`config.mk`:
```
export PLATFORM = sky130hd
export DESIGN_NAME = mwic_line_cutter
export DESIGN_NICKNAME = d
export VERILOG_FILES = /design/src/rtl/mwic_pkg.sv /design/src/rtl/mwic_line_check.sv /design/src/rtl/mwic_addr_track.sv /design/src/rtl/mwic_line_cutter.sv
export SDC_FILE = /design/constraint.sdc
export NUM_CORES = 1
export LEC_CHECK = 0
export BUFFER_PORTS_ARGS = -buffer_cell sky130_fd_sc_hd__buf_2
export CAP_MARGIN = 10
export CORE_AREA = 2 2 73 127
export CTS_CLUSTER_DIAMETER = 200
export CTS_CLUSTER_SIZE = 25
export DETAILED_ROUTE_END_ITERATION = 16
export DIE_AREA = 0 0 75 129
export MAX_ROUTING_LAYER = met4
export SLEW_MARGIN = 30
export SYNTH_ARGS = -nofsm -noshare
export SYNTH_HDL_FRONTEND = slang
export SYNTH_SLANG_ARGS = --single-unit
```
`constraint.sdc`:
```
create_clock -name clk -period 3.15 [get_ports clk]
set_input_delay 0.315 -clock clk [delete_from_list [all_inputs] [get_ports clk]]
set_output_delay 0.315 -clock clk [all_outputs]
set_load 0.02 [all_outputs]
```
`src/rtl/mwic_pkg.sv`:
```
package mwic_pkg;

    typedef enum logic [1:0] {
        S_IDLE = 2'd0,
        S_XFER = 2'd1,
        S_DISC = 2'd2
    } mwic_state_e;

    // True for a nonzero value with exactly one bit set.
    function automatic logic is_pow2(input logic [15:0] v);
        return (v != 16'd0) && ((v & (v - 16'd1)) == 16'd0);
    endfunction

endpackage

```
`src/rtl/mwic_line_check.sv`:
```
module mwic_line_check #(
    parameter int CLS_W    = 8,
    parameter int LINE_MAX = 64
) (
    input  logic             clk,
    input  logic             rst_n,
    input  logic [CLS_W-1:0] line_size,
    output logic             size_ok,
    output logic [CLS_W-1:0] line_mask
);
    import mwic_pkg::*;

    localparam logic [CLS_W:0] LMAX = LINE_MAX[CLS_W:0];

    logic [15:0] size_wide;

    always_comb begin
        size_wide = 16'(line_size);
        size_ok   = is_pow2(size_wide) && ({1'b0, line_size} <= LMAX);
        line_mask = line_size - 1'b1;
    end

    AST_VALID_IS_POW2: assert property (@(posedge clk) disable iff (!rst_n)
        size_ok |-> ($countones(line_size) == 1)) else $error("size check");

endmodule

```
`src/rtl/mwic_addr_track.sv`:
```
module mwic_addr_track #(
    parameter int ADDR_W = 30,
    parameter int CLS_W  = 8
) (
    input  logic              clk,
    input  logic              rst_n,
    input  logic              load,
    input  logic [ADDR_W-1:0] load_addr,
    input  logic [CLS_W-1:0]  load_mask,
    input  logic              adv,
    output logic [ADDR_W-1:0] cur_addr,
    output logic              at_line_end
);
    localparam int PAD_W = ADDR_W - CLS_W;

    logic [CLS_W-1:0]  mask_q;
    logic [ADDR_W-1:0] mask_ext;

    always_ff @(posedge clk or negedge rst_n) begin
        if (!rst_n) begin
            cur_addr <= '0;
            mask_q   <= '0;
        end else if (load) begin
            cur_addr <= load_addr;
            mask_q   <= load_mask;
        end else if (adv) begin
            cur_addr <= cur_addr + 1'b1;
        end
    end

    always_comb begin
        mask_ext    = {{PAD_W{1'b0}}, mask_q};
        at_line_end = ((cur_addr & mask_ext) == mask_ext);
    end

    AST_ADDR_HOLD: assert property (@(posedge clk) disable iff (!rst_n)
        (!load && !adv) |=> $stable(cur_addr)) else $error("addr moved");
    AST_MASK_HOLD: assert property (@(posedge clk) disable iff (!rst_n)
        !load |=> $stable(mask_q)) else $error("mask moved");

endmodule

```
`src/rtl/mwic_line_cutter.sv`:
```
module mwic_line_cutter #(
    parameter int ADDR_W   = 30,
    parameter int DATA_W   = 32,
    parameter int CLS_W    = 8,
    parameter int LINE_MAX = 64
) (
    input  logic              clk,
    input  logic              rst_n,
    input  logic              frame_n,
    input  logic              irdy_n,
    input  logic              cmd_mwi,
    input  logic [ADDR_W-1:0] start_addr,
    input  logic [DATA_W-1:0] ad_data,
    input  logic [CLS_W-1:0]  line_size,
    output logic              devsel_n,
    output logic              trdy_n,
    output logic              stop_n,
    output logic              wr_en,
    output logic [ADDR_W-1:0] wr_addr,
    output logic [DATA_W-1:0] wr_data,
    output logic              wr_last
);
    import mwic_pkg::*;

    mwic_state_e      state_q, state_d;
    logic             cut_q;
    logic             size_ok;
    logic [CLS_W-1:0] line_mask;
    logic             addr_phase;
    logic             xfer;
    logic             at_line_end;
    logic [ADDR_W-1:0] cur_addr;

    mwic_line_check #(.CLS_W(CLS_W), .LINE_MAX(LINE_MAX)) u_check (
        .clk       (clk),
        .rst_n     (rst_n),
        .line_size (line_size),
        .size_ok   (size_ok),
        .line_mask (line_mask)
    );

    mwic_addr_track #(.ADDR_W(ADDR_W), .CLS_W(CLS_W)) u_track (
        .clk         (clk),
        .rst_n       (rst_n),
        .load        (addr_phase),
        .load_addr   (start_addr),
        .load_mask   (line_mask),
        .adv         (xfer),
        .cur_addr    (cur_addr),
        .at_line_end (at_line_end)
    );

    assign addr_phase = (state_q == S_IDLE) && !frame_n;
    assign xfer       = (state_q == S_XFER) && !irdy_n;

    // State register and captured cut decision
    always_ff @(posedge clk or negedge rst_n) begin
        if (!rst_n) begin
            state_q <= S_IDLE;
            cut_q   <= 1'b0;
        end else begin
            state_q <= state_d;
            if (addr_phase) cut_q <= cmd_mwi && size_ok;
        end
    end

    // Next state
    always_comb begin
        state_d = state_q;
        unique case (state_q)
            S_IDLE: if (!frame_n) state_d = S_XFER;
            S_XFER: begin
                if (xfer && frame_n)                 state_d = S_IDLE;
                else if (xfer && cut_q && at_line_end) state_d = S_DISC;
            end
            S_DISC: if (frame_n) state_d = S_IDLE;
            default: state_d = S_IDLE;
        endcase
    end

    // Outputs
    always_comb begin
        devsel_n = 1'b1;
        trdy_n   = 1'b1;
        stop_n   = 1'b1;
        unique case (state_q)
            S_IDLE: ;
            S_XFER: begin
                devsel_n = 1'b0;
                trdy_n   = 1'b0;
                stop_n   = !(cut_q && at_line_end);
            end
            S_DISC: begin
                devsel_n = 1'b0;
                stop_n   = 1'b0;
            end
            default: ;
        endcase
        wr_en   = xfer;
        wr_addr = cur_addr;
        wr_data = ad_data;
        wr_last = xfer && (frame_n || !stop_n);
    end

    AST_WR_NEEDS_TRDY: assert property (@(posedge clk) disable iff (!rst_n)
        wr_en |-> (!trdy_n && !devsel_n && !irdy_n)) else $error("write w/o trdy");
    AST_STOP_WITH_TRDY: assert property (@(posedge clk) disable iff (!rst_n)
        (!stop_n && !devsel_n && $past(devsel_n)) |-> !trdy_n) else $error("stop w/o data");
    AST_DISC_HOLD: assert property (@(posedge clk) disable iff (!rst_n)
        (!stop_n && !trdy_n && !irdy_n && !frame_n) |=> (!stop_n && trdy_n && !devsel_n)) else $error("disc hold");
    AST_NO_CUT_PLAIN: assert property (@(posedge clk) disable iff (!rst_n)
        ((state_q == S_XFER) && !cut_q) |-> stop_n) else $error("cut w/o mwi");
    AST_CLAIM_AFTER_ADDR: assert property (@(posedge clk) disable iff (!rst_n)
        addr_phase |=> (!devsel_n && !trdy_n)) else $error("no claim");

endmodule

```
==> flow_summary.ini, run 1 <==
[synthesis]
synth.net_count = 411
cells_taking_the_most_area_after_synthesis = sky130_fd_sc_hd__dfrtp_1 (37%), sky130_fd_sc_hd__buf_4 (8.6%), sky130_fd_sc_hd__ha_1 (5.8%)
yosys_register_bits = 41
synth_seq_area_share = 0.3680
synth-edff-count = 0
yosysTopAreaCellShare = 0.3680
synth-warning-count = 0
synth_top_cell_by_area = sky130_fd_sc_hd__dfrtp_1
syn-instance-count = 323
synth_async_sr_flop_share = 1.000
mappedNetlistArea_um2 = 2788
dominantRegCellSynth = sky130_fd_sc_hd__dfrtp_1
yosysUniqueCellTypes = 45
post_synth.cell_area_avg_um2 = 8.631

[worst_setup_path]
critical_path.startpoint_type = flop
critical-path-top-cell-by-count = sky130_fd_sc_hd__or4_1
cp_slowest_cell = sky130_fd_sc_hd__or4_1
critical_path.max_fanout = 12
largest_stage_delay_on_the_critical_path_ns = 0.75
r2r_setup_slack_ns = 0.54
worstPathRequired_ns = 3.37
r2r.worst_path.cells = 6
critical_path.cell_chain = inv_1 > ha_1 > nand2b_2 > or4_1 > or4_1 > a31oi_1
timing.critical_path.arrival_ns = 2.83
timing.critical_path.to_type = flop
regToRegEndpoint = u_track.cur_addr[28]$_DFFE_PN0P_
rr_startpoint = state_q[1]$_DFFE_PN0P_
worst-setup-path-type = flop to flop

[grt]
groute.layer.met1.usage = 0.1754
first_pass_grt_wire_length_um = 12150
globalRoute.busiestLayer = met2
grt_util_met3 = 0.02741
groute.layer.met2.usage = 0.3075
antenna_violations_before_repair = 0
grt_util_all_layers = 0.1696
grt_start_max_net_pins = 42
globalRouteOverflowTotal = 0
grt_pass1_vias = 2468

[pwr]
cellPowerDensity_nw_per_um2 = 910.5
leakagePower_uw = 0.001364
vdd.ir_drop.worst_uv = 438.2

[placement]
port-buffer-count = 77
detailed_place_hpwl_um = 5821
finalWeightedCongestion = 0.7698
detailed_place.area_um2 = 3040

[clock_network]
cts_root_buffer = sky130_fd_sc_hd__clkbuf_16
cts_resized = 0
clk_path_buf_depth = 2
cts.htree.levels = 2
clkLatencyLatePin_ns = 0.29
cts_setup_buffers = 0
cts_made_buffers = 5
clock_tree_from_tritoncts = built
cts_hold_buffers = 0
cts.clk_slew.worst_paths_ns = 0.06
cts_sinks = 41

[timing]
hold_viol = 0
finalCriticalPeriod_ns = 2.611
hold_ws_ns = 0.0001175
fin_crit_sh = 0.8288
unrepaired_setup_endpoints_after_global_routing = no
totalNegativeSetupSlack_ns = 0
timing.slew.headroom = 0.3305
skew_ns = 0.008344
final_max_slew_viol_count = 0
final-setup-viol-count = 0
max_slew.worst_pin.slew_ns = 0.9790
fmaxAchievable_ghz = 0.3831

[drt]
ant_nets = 0
detail_route.first_pass.iterations = 4
drt-wirelength-per-cell_um = 15.63
routed_via_density = 5.228
drcViolationCount = 0
route.vias.total = 2525
drt-initial-drc-count = 146
totalWireLength_um = 7549

[cells_and_area]
final_layout_size_suffix_gt1_frac = 0.2596
filler_cell_count = 920
n_antenna_cell = 0
finish.instance_area_um2 = 3198
fin_nets = 453
synthToLayoutAreaGrowth_pct = 14.72

[floorplan]
chipHeight_um = 129
die_width_um = 75
boundaryPins = 142
total_die_area_um2 = 9675
core.rowCount = 45
initial_util = 0.3236
core_area_um2 = 8615

[run_status]
run_status = completed

[worst_hold_path]
min-delay-path-class = input port to async pin

[job]
maxCapViolations = 0
-- sequential cells by signal (all words and copies together) (netlist names) --
register	flops
cut_q	1
u_track.cur_addr	30
u_track.mask_q	8
state_q	2
-- worst max-delay path by stage --
stage                      startpoint                          endpoint  depth (start not counted)
2_1_floorplan            line_size[1]                 cut_q$_DFFE_PN0P_                          7
6_report       state_q[1]$_DFFE_PN0P_  u_track.cur_addr[28]$_DFFE_PN0P_                          6
4_1_cts        state_q[1]$_DFFE_PN0P_  u_track.cur_addr[28]$_DFFE_PN0P_                          6
3_5_place_dp             line_size[1]                 cut_q$_DFFE_PN0P_                          8
5_1_grt        state_q[1]$_DFFE_PN0P_  u_track.cur_addr[28]$_DFFE_PN0P_                          6
3_3_place_gp             line_size[1]                 cut_q$_DFFE_PN0P_                          8
-- critical path, delay by kind of cell (launching register included) --
family / cells / cell delay (ns)
buffers and inverters: 1 / 0.13
AOI/OAI and AO/OA: 1 / 0.17
and+or+nand+nor: 3 / 1.52
DFF: 1 / 0.40
adders and majority gates: 1 / 0.32
-- power breakdown --
| group | internal, uW | leakage, uW | switching (uW) | total (uW) |
|---|---|---|---|---|
| Clock | 336 | 0.0000799 | 217 | 552 |
| Sequential | 768 | 0.000485 | 326 | 1090 |
| Combinational | 474 | 0.000799 | 792 | 1270 |
| Total | 1580 | 0.00136 | 1330 | 2910 |
-- layout make-up --
cell class,count,area (um^2),share of cell area
well taps,117,146.4,0.04577
repair buffers,80,410.4,0.1283
multi-input cells,221,1398,0.4370
inverters,16,60.06,0.01878
clock buffers,7,152.6,0.04773
flip-flops and latches,41,1026,0.3208
clock inverters,1,5.005,0.001565
-- routing by layer --
layer	wire (um)	vias to the layer above
met5	0	-
li1	-	1222
met2	4240	72
met4	167	0
met1	2761	1215
met3	380	16
-- logic make-up (layout without fill, tap and decap cells) --
logic type | after synthesis | in the layout | synth area share
multiplexers | 2 | 2 | 0.007630
AND/OR/NAND/NOR | 129 | 129 | 0.2504
AO/OA/AOI/OAI | 64 | 64 | 0.1441
flip-flops | 41 | 41 | 0.3680
buffers and inverters | 61 | 104 | 0.1306
XOR/XNOR | 13 | 13 | 0.04084
adder cells (fa/ha/maj) | 13 | 13 | 0.05835
-- layout by cell type (no fill, tap or decap), types with 10 or more instances in the layout --
cell type	synthesis	layout
sky130_fd_sc_hd__ha_1	13	13
sky130_fd_sc_hd__nand2_1	36	36
sky130_fd_sc_hd__o21ai_0	26	26
sky130_fd_sc_hd__inv_1	16	16
sky130_fd_sc_hd__nand3_1	10	10
sky130_fd_sc_hd__a31oi_1	16	16
sky130_fd_sc_hd__or3_1	10	10
sky130_fd_sc_hd__dfrtp_1	41	41
sky130_fd_sc_hd__xnor2_1	12	12
sky130_fd_sc_hd__or4_1	11	11
sky130_fd_sc_hd__nor2_1	18	18
sky130_fd_sc_hd__buf_2	0	76
-- per-stage QoR --
stage / utilization / power (uW) / setup slack (ns) / instances
after floorplan: - / 1941 / 0.6312 / 323
after global routing: 0.3712 / 3145 / 0.3184 / 483
after global placement: 0.3527 / 2347 / 0.4673 / 475
after CTS: 0.3712 / 2943 / 0.5480 / 483
final: 0.3712 / 2912 / 0.5394 / 483
after detailed placement: 0.3529 / 2377 / 0.3913 / 475
-- synthesized netlist by cell type (all sizes together), types with 2 or more instances --
library cell / n
a21oi: 3
a31oi: 16
and2: 2
and3: 5
and4: 2
buf: 34
clkbuf: 11
dfrtp: 41
ha: 13
inv: 16
nand2: 36
nand2b: 3
nand3: 10
nand4: 10
nor2: 18
nor2b: 4
nor3: 4
nor4: 8
o21ai: 26
o31ai: 9
or3: 10
or4: 12
xnor2: 12
No activity file was read; power rests on OpenSTA's default activity.
==> inputs of run 2 (changes only) <==
- clock period: 3.15 -> 2.35 ns (I/O delays scaled with it)
==> run 2 against run 1 <==
Effect of this change:
- total power up 35%
- core utilization grew 2.2 points
- sequential cell count stayed put
- non-clock buffer count is 19 higher
- clock skew shrank 0.0027 ns
- routed wire length rose by 1.4%
- global-route usage is 0.064 points lower
- clock power grew 21%
- critical endpoint is now cut_q$_DFFE_PN0P_
- largest power group unchanged
- highest routed layer unchanged
==> flow_summary.ini, run 2 (synthesis results as in run 1) <==
[worst_setup_path]
largest_stage_delay_on_the_critical_path_ns = 0.52
regToRegEndpoint = u_track.cur_addr[27]$_DFFE_PN0P_
path_delay_family = simple AND/OR/NAND/NOR gates
critical_path.cell_chain = buf_6 > or3_4 > or3_4 > or3_4 > ha_4 > or4b_4 > nor4_4 > a32o_1
critical_path.max_fanout = 3
critical_path.startpoint_type = input port
worstPathRequired_ns = 2.57
timing.critical_path.to = cut_q$_DFFE_PN0P_
path_depth = 8
r2r_setup_slack_ns = 0.18
r2r.worst_path.cells = 6
cp_slowest_cell = sky130_fd_sc_hd__or4b_4
critical-path-top-cell-by-count = sky130_fd_sc_hd__or3_4
rr_startpoint = state_q[1]$_DFFE_PN0P_
timing.critical_path.to_type = flop
worst-setup-path-type = input port to flop
timing.critical_path.arrival_ns = 2.52
worstSetupStartpoint = line_size[1]
number_of_buffer_and_inverter_instances_along_the_worst_setup_path = 1

[cells_and_area]
largest_register = u_track.cur_addr
fin_nets = 472
largestRegisters = u_track.cur_addr x30, u_track.mask_q x8, state_q x2
n_antenna_cell = 0
post_layout_nonfiller_instances = 502
layout.cells.most_common_list = sky130_fd_sc_hd__buf_2 (75), sky130_fd_sc_hd__dfrtp_1 (41), sky130_fd_sc_hd__nand2_1 (36), sky130_fd_sc_hd__o21ai_0 (26), sky130_fd_sc_hd__buf_4 (22)
filler_cell_count = 918
final_layout_size_suffix_gt1_frac = 0.3039
synthToLayoutAreaGrowth_pct = 21.45
largest_register_ff_count = 30
final_common_cell = sky130_fd_sc_hd__buf_2

[drt]
ant_nets = 0
drcViolationCount = 0
totalWireLength_um = 7657
route.vias.total = 2614
detail_route.first_pass.iterations = 4
drt-initial-drc-count = 172
routed_via_density = 5.207
drt-wirelength-per-cell_um = 15.25

[grt]
grt_util_all_layers = 0.1690
globalRouteOverflowTotal = 0
grt_start_max_net_pins = 42
groute.layer.met1.usage = 0.1759
grt_util_met3 = 0.02114
first_pass_grt_wire_length_um = 12050
grt_pass1_vias = 2560
globalRoute.busiestLayer = met2
groute.layer.met2.usage = 0.3019
antenna_violations_before_repair = 0

[pwr]
p_sw_uw = 1790
vdd.ir_drop.worst_uv = 491.3
p_comb_frac = 0.465
swShare = 0.4547
internal-power_uw = 2146
leakagePower_uw = 0.001454
cellPowerDensity_nw_per_um2 = 1163
power_share_of_the_clock_group = 0.170
power.sequential.fraction = 0.365

[worst_hold_path]
min-delay-path-class = input port to flop
worst_hold_path_stage_count = 3
hp-start = start_addr[2]

[clock_network]
cts_setup_buffers = 0
cts_root_buffer = sky130_fd_sc_hd__clkbuf_16
cts_made_buffers = 5
clkLatencyLatePin_ns = 0.29
cts.htree.levels = 2
clk_path_buf_depth = 2
cts.clk_slew.worst_paths_ns = 0.06
cts_sinks = 41
clock_tree_from_tritoncts = built

[placement]
port-buffer-count = 77
dp_cells = 493
detailed_place_hpwl_um = 5870
finalWeightedCongestion = 0.8348

[timing]
final_max_slew_viol_count = 0
fin_crit_sh = 0.9781
hold_ws_ns = 0.1497
fmaxAchievable_ghz = 0.4351
unrepaired_setup_endpoints_after_global_routing = yes
hold_viol = 0
max_slew.worst_pin.slew_ns = 0.6040
finalCriticalPeriod_ns = 2.298
skew_ns = 0.005646
final-setup-viol-count = 0
timing.slew.headroom = 0.5973

[floorplan]
total_die_area_um2 = 9675
die_width_um = 75
initial_util = 0.3236
chipHeight_um = 129
core.rowCount = 45
boundaryPins = 142
core_area_um2 = 8615

[job]
maxCapViolations = 0

[run_status]
run_status = completed
## run 2: stage by stage
stage / setup TNS (ns) / power, uW / cell area, um^2 / utilization / setup WS [ns]
detailed placement: -0.3161 / 3280 / 3176 / 0.3686 / -0.3161
global route: -0.02345 / 4248 / 3386 / 0.3930 / -0.02293
CTS: 0 / 3963 / 3328 / 0.3863 / 0.02450
finish: 0 / 3936 / 3386 / 0.3930 / 0.05150
floorplan: -0.08882 / 2602 / 2788 / - / -0.08882
global placement: -0.2419 / 3245 / 3173 / 0.3683 / -0.2419
## run 2: area by class of cell
type                            instances  area [um^2]  share of cell area
Inverter                               16        60.06             0.01774
Tap cell                              117        146.4             0.04324
Sequential cell                        41         1026              0.3030
Clock buffer                            8        136.4             0.04028
Timing Repair Buffer                   99        561.8              0.1659
Multi-Input combinational cell        221         1455              0.4298
## run 2: power groups by stage
stage	Sequential [uW]	Combinational, uW	Clock [uW]
after CTS	1440	1850	681
final	1430	1830	670
after global routing	1490	2040	715
after global placement	1420	1820	0
after floorplan	1650	950	0
after detailed placement	1440	1840	0
## run 2: worst min-delay path by stage
| stage | end | slack [ns] |
|---|---|---|
| after CTS | u_track.cur_addr[2]$_DFFE_PN0P_ | 0.15 |
| after detailed placement | u_track.cur_addr[12]$_DFFE_PN0P_ | 0.27 |
| final | u_track.cur_addr[2]$_DFFE_PN0P_ | 0.15 |
| after floorplan | cut_q$_DFFE_PN0P_ | -0.06 |
| after global routing | u_track.cur_addr[3]$_DFFE_PN0P_ | 0.16 |
| after global placement | u_track.cur_addr[11]$_DFFE_PN0P_ | 0.44 |
## run 2: tightest hold or removal path, cell delays in order
cell and delay [ns]:
sky130_fd_sc_hd__buf_2 0.08, sky130_fd_sc_hd__nand2_1 0.03, sky130_fd_sc_hd__o21ai_0 0.06
## run 2: routing by layer
layer	routed length [um]	share of wire
met5	0	0
met4	170	0.022
met2	4318	0.56
met1	2818	0.37
met3	349	0.046
## run 2: repair_timing
| item | in CTS | in global routing |
|---|---|---|
| hold buffers | 1 | 0 |
| pin swaps | 0 | 3 |
| setup endpoints to repair | 1 | 9 |
| gates resized for setup | 1 | 11 |
| endpoints found under the hold margin | 41 | 0 |
